`config.mk`:
```
export PLATFORM = sky130hd
export DESIGN_NAME = wdt_prescaled
export DESIGN_NICKNAME = d
export VERILOG_FILES = /design/src/rtl/wdt_prescaled.sv
export SDC_FILE = /design/constraint.sdc
export NUM_CORES = 1
export LEC_CHECK = 0
export ABC_AREA = 1
export ABC_CLOCK_PERIOD_IN_PS = 4450
export CORE_MARGIN = 1.5
export CORE_UTILIZATION = 35
export DETAILED_ROUTE_END_ITERATION = 7
export HOLD_SLACK_MARGIN = 0.12
export SLEW_MARGIN = 20
export SYNTH_ARGS = -nofsm -noshare
export SYNTH_HDL_FRONTEND = slang
export SYNTH_SLANG_ARGS = --single-unit
```
`constraint.sdc`:
```
create_clock -name clk -period 4.45 [get_ports clk]
set_input_delay 0.89 -clock clk [delete_from_list [all_inputs] [get_ports clk]]
set_output_delay 0.89 -clock clk [all_outputs]
set_load 0.02 [all_outputs]
```
`src/rtl/wdt_prescaled.sv`:
```
module wdt_prescaled #(
  parameter int RATE_W = 3,
  parameter int CNT_W  = 16,
  parameter int DATA_W = 8,
  parameter int ADDR_W = 2
) (
  input  logic              clk,
  input  logic              rst_n,
  input  logic              osc_tick,
  input  logic              kick,
  input  logic              reg_we,
  input  logic [ADDR_W-1:0] reg_addr,
  input  logic [DATA_W-1:0] reg_wdata,
  output logic [DATA_W-1:0] reg_rdata,
  output logic              wdt_pulse
);

  localparam int PRE_W  = (1 << RATE_W) - 1;
  localparam int HI_W   = CNT_W - DATA_W;
  localparam int EN_BIT = RATE_W;
  localparam int OS_BIT = RATE_W + 1;
  localparam logic [ADDR_W-1:0] A_CTRL = ADDR_W'(0);
  localparam logic [ADDR_W-1:0] A_LO   = ADDR_W'(1);
  localparam logic [ADDR_W-1:0] A_HI   = ADDR_W'(2);
  localparam logic [PRE_W-1:0]  ONES   = '1;

  logic [RATE_W-1:0] rate_q;
  logic              en_q, osc_q;
  logic [CNT_W-1:0]  lim_q, cnt_q;
  logic [PRE_W-1:0]  pre_q, pre_mask;
  logic              pulse_q;

  wire run      = en_q & osc_q;
  wire wr_ctrl  = reg_we & (reg_addr == A_CTRL);
  wire wr_lo    = reg_we & (reg_addr == A_LO) & ~en_q;
  wire wr_hi    = reg_we & (reg_addr == A_HI) & ~en_q;

  assign pre_mask = ONES >> (PRE_W - int'(rate_q));
  wire div_tick = run & osc_tick & (pre_q == pre_mask);
  wire hit      = div_tick & (cnt_q == lim_q);

  always_ff @(posedge clk) begin
    if (!rst_n) begin
      rate_q <= '0;
      en_q   <= 1'b0;
      osc_q  <= 1'b0;
    end else if (wr_ctrl) begin
      en_q  <= reg_wdata[EN_BIT];
      osc_q <= reg_wdata[OS_BIT];
      if (!en_q) rate_q <= reg_wdata[RATE_W-1:0];
    end
  end

  always_ff @(posedge clk) begin
    if (!rst_n) lim_q <= '0;
    else begin
      if (wr_lo) lim_q[DATA_W-1:0]     <= reg_wdata;
      if (wr_hi) lim_q[CNT_W-1:DATA_W] <= reg_wdata[HI_W-1:0];
    end
  end

  always_ff @(posedge clk) begin
    if (!rst_n || !run)   pre_q <= '0;
    else if (osc_tick)    pre_q <= div_tick ? '0 : pre_q + 1'b1;
  end

  always_ff @(posedge clk) begin
    if (!rst_n)           cnt_q <= '0;
    else if (kick || hit) cnt_q <= '0;
    else if (div_tick)    cnt_q <= cnt_q + 1'b1;
  end

  always_ff @(posedge clk) begin
    if (!rst_n) pulse_q <= 1'b0;
    else        pulse_q <= hit & ~kick;
  end

  assign wdt_pulse = pulse_q;

  always_comb begin
    reg_rdata = '0;
    case (reg_addr)
      A_CTRL: begin
        reg_rdata[RATE_W-1:0] = rate_q;
        reg_rdata[EN_BIT]     = en_q;
        reg_rdata[OS_BIT]     = osc_q;
      end
      A_LO:    reg_rdata = lim_q[DATA_W-1:0];
      A_HI:    reg_rdata[HI_W-1:0] = lim_q[CNT_W-1:DATA_W];
      default: reg_rdata = '0;
    endcase
  end

  p_pulse_needs_en_r5: assert property (@(posedge clk) disable iff (!rst_n)
    wdt_pulse |-> $past(en_q));
  p_pulse_needs_osc_r6: assert property (@(posedge clk) disable iff (!rst_n)
    wdt_pulse |-> $past(osc_q && osc_tick));
  p_hold_when_off_r5: assert property (@(posedge clk) disable iff (!rst_n)
    (!en_q && !kick) |=> $stable(cnt_q));
  p_lim_locked_r7: assert property (@(posedge clk) disable iff (!rst_n)
    en_q |=> $stable(lim_q));
  p_rate_locked_r7: assert property (@(posedge clk) disable iff (!rst_n)
    en_q |=> $stable(rate_q));
  p_kick_clears_r8: assert property (@(posedge clk) disable iff (!rst_n)
    kick |=> (cnt_q == '0 && !wdt_pulse));
  p_pre_idle_r6: assert property (@(posedge clk) disable iff (!rst_n)
    !osc_q |=> (pre_q == '0));

endmodule

```
# ---- After elaboration in Yosys (flattened, before gate mapping)
# Index checks and enable logic that the tools add are counted.
dict set report totals {
  memories 0
  elab_cells 39
  latch_bits 0
  register_bits 45
  out_inout_bits 9
  mem_bits_ro 0
  ram_bits 0
  in_bits 15
}
dict set report classes {
  n_bitwise 13
  magnitude_cmp 0
  n_addsub 3
  div_mod_pow 0
  mul 0
  eq_ne 4
  n_reduce_logical 7
  shifts 1
  muxes 3
}
# cell count
set ops {}
lappend ops {{$shr A7 B32 Y7 const A} 1}
lappend ops {{$add A16 B1 Y16 const B} 1}
lappend ops {{$eq A16 B16 Y1} 1}
lappend ops {{$pmux W5 S3} 1}
lappend ops {{$and A1 B1 Y1} 10}
lappend ops {{$add A7 B1 Y7 const B} 1}
lappend ops {{$eq A7 B7 Y1} 1}
lappend ops {{$mux W7} 1}
lappend ops {{$pmux W3 S2} 1}
lappend ops {{$sub A3 B3 Y4 const A} 1}
lappend ops {{$not A1 Y1} 3}
lappend ops {{$eq A2 B1 Y1 const B} 1}
lappend ops {{$eq A2 B2 Y1 const B} 1}
lappend ops {{$logic_not A1 Y1} 2}
lappend ops {{$logic_not A2 Y1} 1}
lappend ops {{$logic_or A1 B1 Y1} 2}
lappend ops {{$reduce_and A2 Y1} 1}
lappend ops {{$reduce_or A2 Y1} 1}

# ---- Logic depth before layout (Yosys ltp)
dict set report depth {
  depth_word 7
  ltp_mapped 13
  mapped_depth_nobuf 11
}

# ---- Worst setup path after synthesis
# OpenSTA, ideal clock, no wires.
dict set report synth_timing {
  path_kind {input to output}
  from {input port reg_addr[0]}
  to {output port reg_rdata[5]}
  setup_slack_ns 1.792
  t_required_ns 3.560
  path_stages 5
  path_buffers 1
  arrival_time_ns 1.768
  cell_sequence {inv_1 > ha_1 > clkbuf_1 > nand2_1 > a21oi_1}
}
dict set report synth_between {
  elab_chain_len 2
  elab_cells_between_ends 3
  classes_between {eq/ne (2); mux (1)}
}
# item line
set synth_lines {}
lappend synth_lines {{from (decl)} 12} ;# input logic [ADDR_W-1:0] reg_addr,
lappend synth_lines {{$eq A2 B2 Y1 or $eq A2 B1 Y1 (tied branches)} 82} ;# case (reg_addr)
lappend synth_lines {{$pmux W3 S2 *} 82}
lappend synth_lines {{to (decl)} 14} ;# output logic [DATA_W-1:0] reg_rdata,
# Mark *: on every way between the ends. The rest lies on a longest branch, timed or not.

# ---- Worst setup path after layout
dict set report layout_timing {
  from {input port reg_addr[1]}
  to {output port reg_rdata[3]}
}
dict set report layout_between {
  elab_chain_len 2
  elab_cells_between_ends 4
  classes_between {eq/ne (2); mux (1); reduce/logical (1)}
}
# item line
set layout_lines {}
lappend layout_lines {{$eq A2 B2 Y1 (tied with other cells)} 82}
lappend layout_lines {{$pmux W5 S3 *} 82}
# Marks and branches as above.

==> report_table.html <==
<table>
<tr><th>Metric</th><th>Value</th></tr>
<tr><th colspan="2">Layout</th></tr>
<tr><td>Most frequent standard cell in the layout excluding fill and tap cells</td><td>sky130_fd_sc_hd__nand2_1</td></tr>
<tr><td>Number of nets in the final layout</td><td>536</td></tr>
<tr><td>Commonest cells after routing, fill and taps aside</td><td>sky130_fd_sc_hd__nand2_1, sky130_fd_sc_hd__inv_1, sky130_fd_sc_hd__nor2_1</td></tr>
<tr><td>Share of cells above drive strength 1</td><td>0.0484</td></tr>
<tr><td>Antenna cells</td><td>0</td></tr>
<tr><td>Layout Area Growth over Synthesis</td><td>13.7%</td></tr>
<tr><th colspan="2">STA</th></tr>
<tr><td>Fin worst setup slack</td><td>a little under 900 ps</td></tr>
<tr><td>Unrepaired setup endpoints after global routing</td><td>false</td></tr>
<tr><td>Achievable Freq</td><td>0.281 GHz</td></tr>
<tr><td>Slew margin rel.</td><td>0.409</td></tr>
<tr><td>Number of slew-limit violations in the final report</td><td>0</td></tr>
<tr><td>Tcrit/Tclk final</td><td>0.801</td></tr>
<tr><td>Final critical path time including I/O delays and setup</td><td>3560 ps</td></tr>
<tr><td>Worst-Margin Slew</td><td>roughly 900 ps</td></tr>
<tr><td>Setup-violating endpoint count in the final report</td><td>0</td></tr>
<tr><td>Clk_skew</td><td>6.10 ps</td></tr>
<tr><td>Fin Setup TNS</td><td>0 ps</td></tr>
<tr><td>Final Hold Vio Count</td><td>0</td></tr>
<tr><th colspan="2">Floorplanning</th></tr>
<tr><td>Vertical extent of the die</td><td>roughly 94 µm</td></tr>
<tr><td>Row count</td><td>33</td></tr>
<tr><td>Placeable core region</td><td>8130 µm²</td></tr>
<tr><td>Top-level I/O count</td><td>24</td></tr>
<tr><td>Die area</td><td>between 8000 and 9000 µm²</td></tr>
<tr><td>Overall die width</td><td>between 90 and 100 µm</td></tr>
<tr><td>Initial Utilization</td><td>0.359</td></tr>
<tr><th colspan="2">Power</th></tr>
<tr><td>Power share of the clock group</td><td>0.343</td></tr>
<tr><td>Combinational share of power</td><td>0.138</td></tr>
<tr><td>Share of power burned in registers</td><td>0.520</td></tr>
<tr><td>Leakage power figure</td><td>about 1.5 nW</td></tr>
<tr><td>Cell-internal power</td><td>0.580 mW</td></tr>
<tr><td>Power per unit of standard cell area</td><td>approximately 250 nW/µm²</td></tr>
<tr><td>Net switching share of the total power</td><td>0.288</td></tr>
<tr><td>VDD IR-drop max</td><td>0.112 mV</td></tr>
<tr><td>Power dissipated by switching net loads</td><td>0.234 mW</td></tr>
<tr><th colspan="2">Synth</th></tr>
<tr><td>Proportion of synthesized chip area in sequential cells</td><td>0.308</td></tr>
<tr><td>Top-area cell type share of the netlist area</td><td>0.308</td></tr>
<tr><td>Synth unique cells</td><td>23</td></tr>
<tr><td>Instance count of the mapped netlist</td><td>roughly 500</td></tr>
<tr><td>Ranking of synthesized cells by area</td><td>sky130_fd_sc_hd__dfxtp_1, sky130_fd_sc_hd__nand2_1, sky130_fd_sc_hd__inv_1</td></tr>
<tr><td>Synth warn</td><td>0</td></tr>
<tr><td>Netlist area before placement</td><td>around 3000 µm²</td></tr>
<tr><td>Synthesized flop and latch total</td><td>45</td></tr>
<tr><td>Synthesized area per cell</td><td>~6 µm²</td></tr>
<tr><td>Biggest area consumer among synthesized cells</td><td>sky130_fd_sc_hd__dfxtp_1</td></tr>
<tr><td>Net Count, Synth</td><td>roughly 520</td></tr>
<tr><th colspan="2">Route</th></tr>
<tr><td>DRT Pass-1 Iters</td><td>5</td></tr>
<tr><td>Total number of vias</td><td>3007</td></tr>
<tr><td>Vias per std cell</td><td>slightly below 5</td></tr>
<tr><td>Antenna violation net count after detailed routing</td><td>0</td></tr>
<tr><td>Routed wire length</td><td>about 7600 µm</td></tr>
<tr><td>Residual DRC</td><td>0</td></tr>
<tr><td>First-iteration detailed-routing DRC count</td><td>around 250</td></tr>
<tr><td>Routed wire per std cell</td><td>around 12 µm</td></tr>
<tr><th colspan="2">Clocking</th></tr>
<tr><td>Post-CTS setup repair buffer count</td><td>0</td></tr>
<tr><td>Number of CTS-inserted buffers</td><td>5</td></tr>
<tr><td>Root Buffer</td><td>sky130_fd_sc_hd__clkbuf_8</td></tr>
<tr><td>CTS-repair resized insts</td><td>0</td></tr>
<tr><td>TritonCTS clock tree</td><td>built</td></tr>
<tr><td>Number of sinks on the clock net</td><td>45</td></tr>
<tr><td>H-Tree Depth</td><td>2</td></tr>
<tr><td>Worst-Skew Late Latency</td><td>approximately 310 ps</td></tr>
<tr><td>Clock transition time at the flip-flop clock pins of the worst setup and hold paths</td><td>90 ps</td></tr>
<tr><td>Number of buffers inserted for hold repair after clock tree synthesis</td><td>0</td></tr>
<tr><td>Buffers from clock root to sink, at most</td><td>2</td></tr>
<tr><th colspan="2">Flow run</th></tr>
<tr><td>Max-Cap Viols</td><td>0</td></tr>
<tr><th colspan="2">Setup path</th></tr>
<tr><td>Worst path max stage delay</td><td>590 ps</td></tr>
<tr><td>Largest fanout of any net on the critical path</td><td>9</td></tr>
<tr><td>WP data arrival</td><td>around 2700 ps</td></tr>
<tr><td>Slowest CP cell</td><td>sky130_fd_sc_hd__clkdlybuf4s50_1</td></tr>
<tr><td>Critical path's top delay family</td><td>buffers and inverters</td></tr>
<tr><td>Startpoint-to-endpoint class of the critical path</td><td>in2out</td></tr>
<tr><td>Launching element type of the critical path</td><td>input pin</td></tr>
<tr><td>Buffering stage count on the worst path with inverters included</td><td>4</td></tr>
<tr><td>Crit path required time</td><td>3560 ps</td></tr>
<tr><td>Crit path capture type</td><td>output port</td></tr>
<tr><td>Critical Path, Cell by Cell</td><td>clkdlybuf4s50_1 -&gt; inv_1 -&gt; ha_1 -&gt; nand2_1 -&gt; nand3_1 -&gt; nand2_1 -&gt; inv_1 -&gt; clkdlybuf4s50_1</td></tr>
<tr><th colspan="2">Global routing</th></tr>
<tr><td>Vias in the first global route</td><td>2698</td></tr>
<tr><td>Total routing usage reported by global routing</td><td>0.182</td></tr>
<tr><td>Wire length of the first global-routing pass</td><td>12600 µm</td></tr>
<tr><td>Grt ovf</td><td>0</td></tr>
<tr><td>Number of antenna violations at the first check in global routing</td><td>0</td></tr>
<tr><td>Pin count of the biggest net entering global routing</td><td>22</td></tr>
<tr><th colspan="2">Place</th></tr>
<tr><td>Pre-CTS setup slack</td><td>approximately 900 ps</td></tr>
<tr><td>Number of buffer cells added on primary ports</td><td>23</td></tr>
<tr><td>Post-detail-place hpwl</td><td>5990 µm</td></tr>
<tr><td>Last weighted congestion value of the routability-driven placer</td><td>~0.85</td></tr>
<tr><th colspan="2">Run status</th></tr>
<tr><td>Result of the run</td><td>completed</td></tr>
<tr><th colspan="2">Worst hold path</th></tr>
<tr><td>Worst Hold Class</td><td>reg2reg</td></tr>
</table>
-- worst register-to-register path, cell delays in order, from the launching register on --
cell and delay [ps]:
sky130_fd_sc_hd__dfxtp_1 530, sky130_fd_sc_hd__inv_2 140, sky130_fd_sc_hd__nand3_1 200, sky130_fd_sc_hd__nand2_1 100, sky130_fd_sc_hd__inv_1 60, sky130_fd_sc_hd__nand3_1 50
sky130_fd_sc_hd__nor2_1 670, sky130_fd_sc_hd__nand4_1 170, sky130_fd_sc_hd__nand2_1 120, sky130_fd_sc_hd__nor2_1 40
-- cell type report --
type                    count  area [µm²]
well taps                 105         131
inverters                  76         285
clock buffers               6        82.6
fillers                   888        4810
repair buffers             23         230
multi-input cells         364        1680
flip-flops and latches     45         901
clock inverters             2        13.8
-- worst paths after layout --
kind / cells past startpoint / end / slack [ps] / from
hold reg to reg: 2 / lim_q[9]$_SDFFE_PN0P_ / 490 / lim_q[9]$_SDFFE_PN0P_
hold / removal: 2 / lim_q[9]$_SDFFE_PN0P_ / 490 / lim_q[9]$_SDFFE_PN0P_
setup / recovery: 8 / reg_rdata[3] / 890 / reg_addr[1]
setup reg to reg: 9 / cnt_q[15]$_SDFFE_PP0N_ / 2260 / rate_q[2]$_SDFFE_PN0P_
-- synth_stat cells, drive strengths merged --
| cell type | count |
|---|---|
| nor3 | 5 |
| xor2 | 6 |
| nor2 | 65 |
| clkbuf | 6 |
| nand4 | 22 |
| buf | 5 |
| nand2 | 179 |
| dfxtp | 45 |
| nand3 | 32 |
| o21ai | 20 |
| inv | 76 |
| ha | 6 |
| a21oi | 26 |
| nand3b | 1 |
| nor4 | 1 |
| o2111ai | 1 |
-- metal layers --
layer	GRT usage	vias up	wire length, µm
li1	-	1589	-
met1	0.246	1322	3660
met2	0.285	85	3290
met3	0.0395	11	531
met4	0.0634	0	119
met5	0	-	0
-- flip-flops by register name, summed over array words and instances (netlist names) --
signal,cells
pre_q,7
cnt_q,16
rate_q,3
en_q,1
osc_q,1
wdt_pulse,1
lim_q,16
-- metrics by stage --
stage                     hold WS, ps  total power, mW  cell area [µm²]  cells   util
after floorplan                   449            0.504             2920    496      -
after global placement            477            0.544             3230    613  0.397
after detailed placement          481            0.545             3230    613  0.397
after CTS                         496            0.816             3320    621  0.409
after global routing              523            0.850             3320    621  0.409
final                             492            0.815             3320    621  0.409
-- cell families (layout without fill, tap and decap cells) --
kind of cell             count (synthesis)  in the layout  synth area share
flip-flops                              45             45             0.308
AO/OA/AOI/OAI                           47             47            0.0817
buffers and inverters                   87            107             0.118
adder cells (fa/ha/maj)                  6              6            0.0257
XOR/XNOR                                 6              6            0.0180
AND/OR/NAND/NOR                        305            305             0.449
-- power groups by stage --
stage / sequential [mW] / clock (mW) / combinational [mW]
3_5_place_dp: 0.433 / 0 / 0.112
2_1_floorplan: 0.427 / 0 / 0.0765
4_1_cts: 0.423 / 0.281 / 0.112
5_1_grt: 0.425 / 0.299 / 0.126
6_report: 0.423 / 0.279 / 0.112
3_3_place_gp: 0.433 / 0 / 0.111
Power figures use the tool's default switching activity.
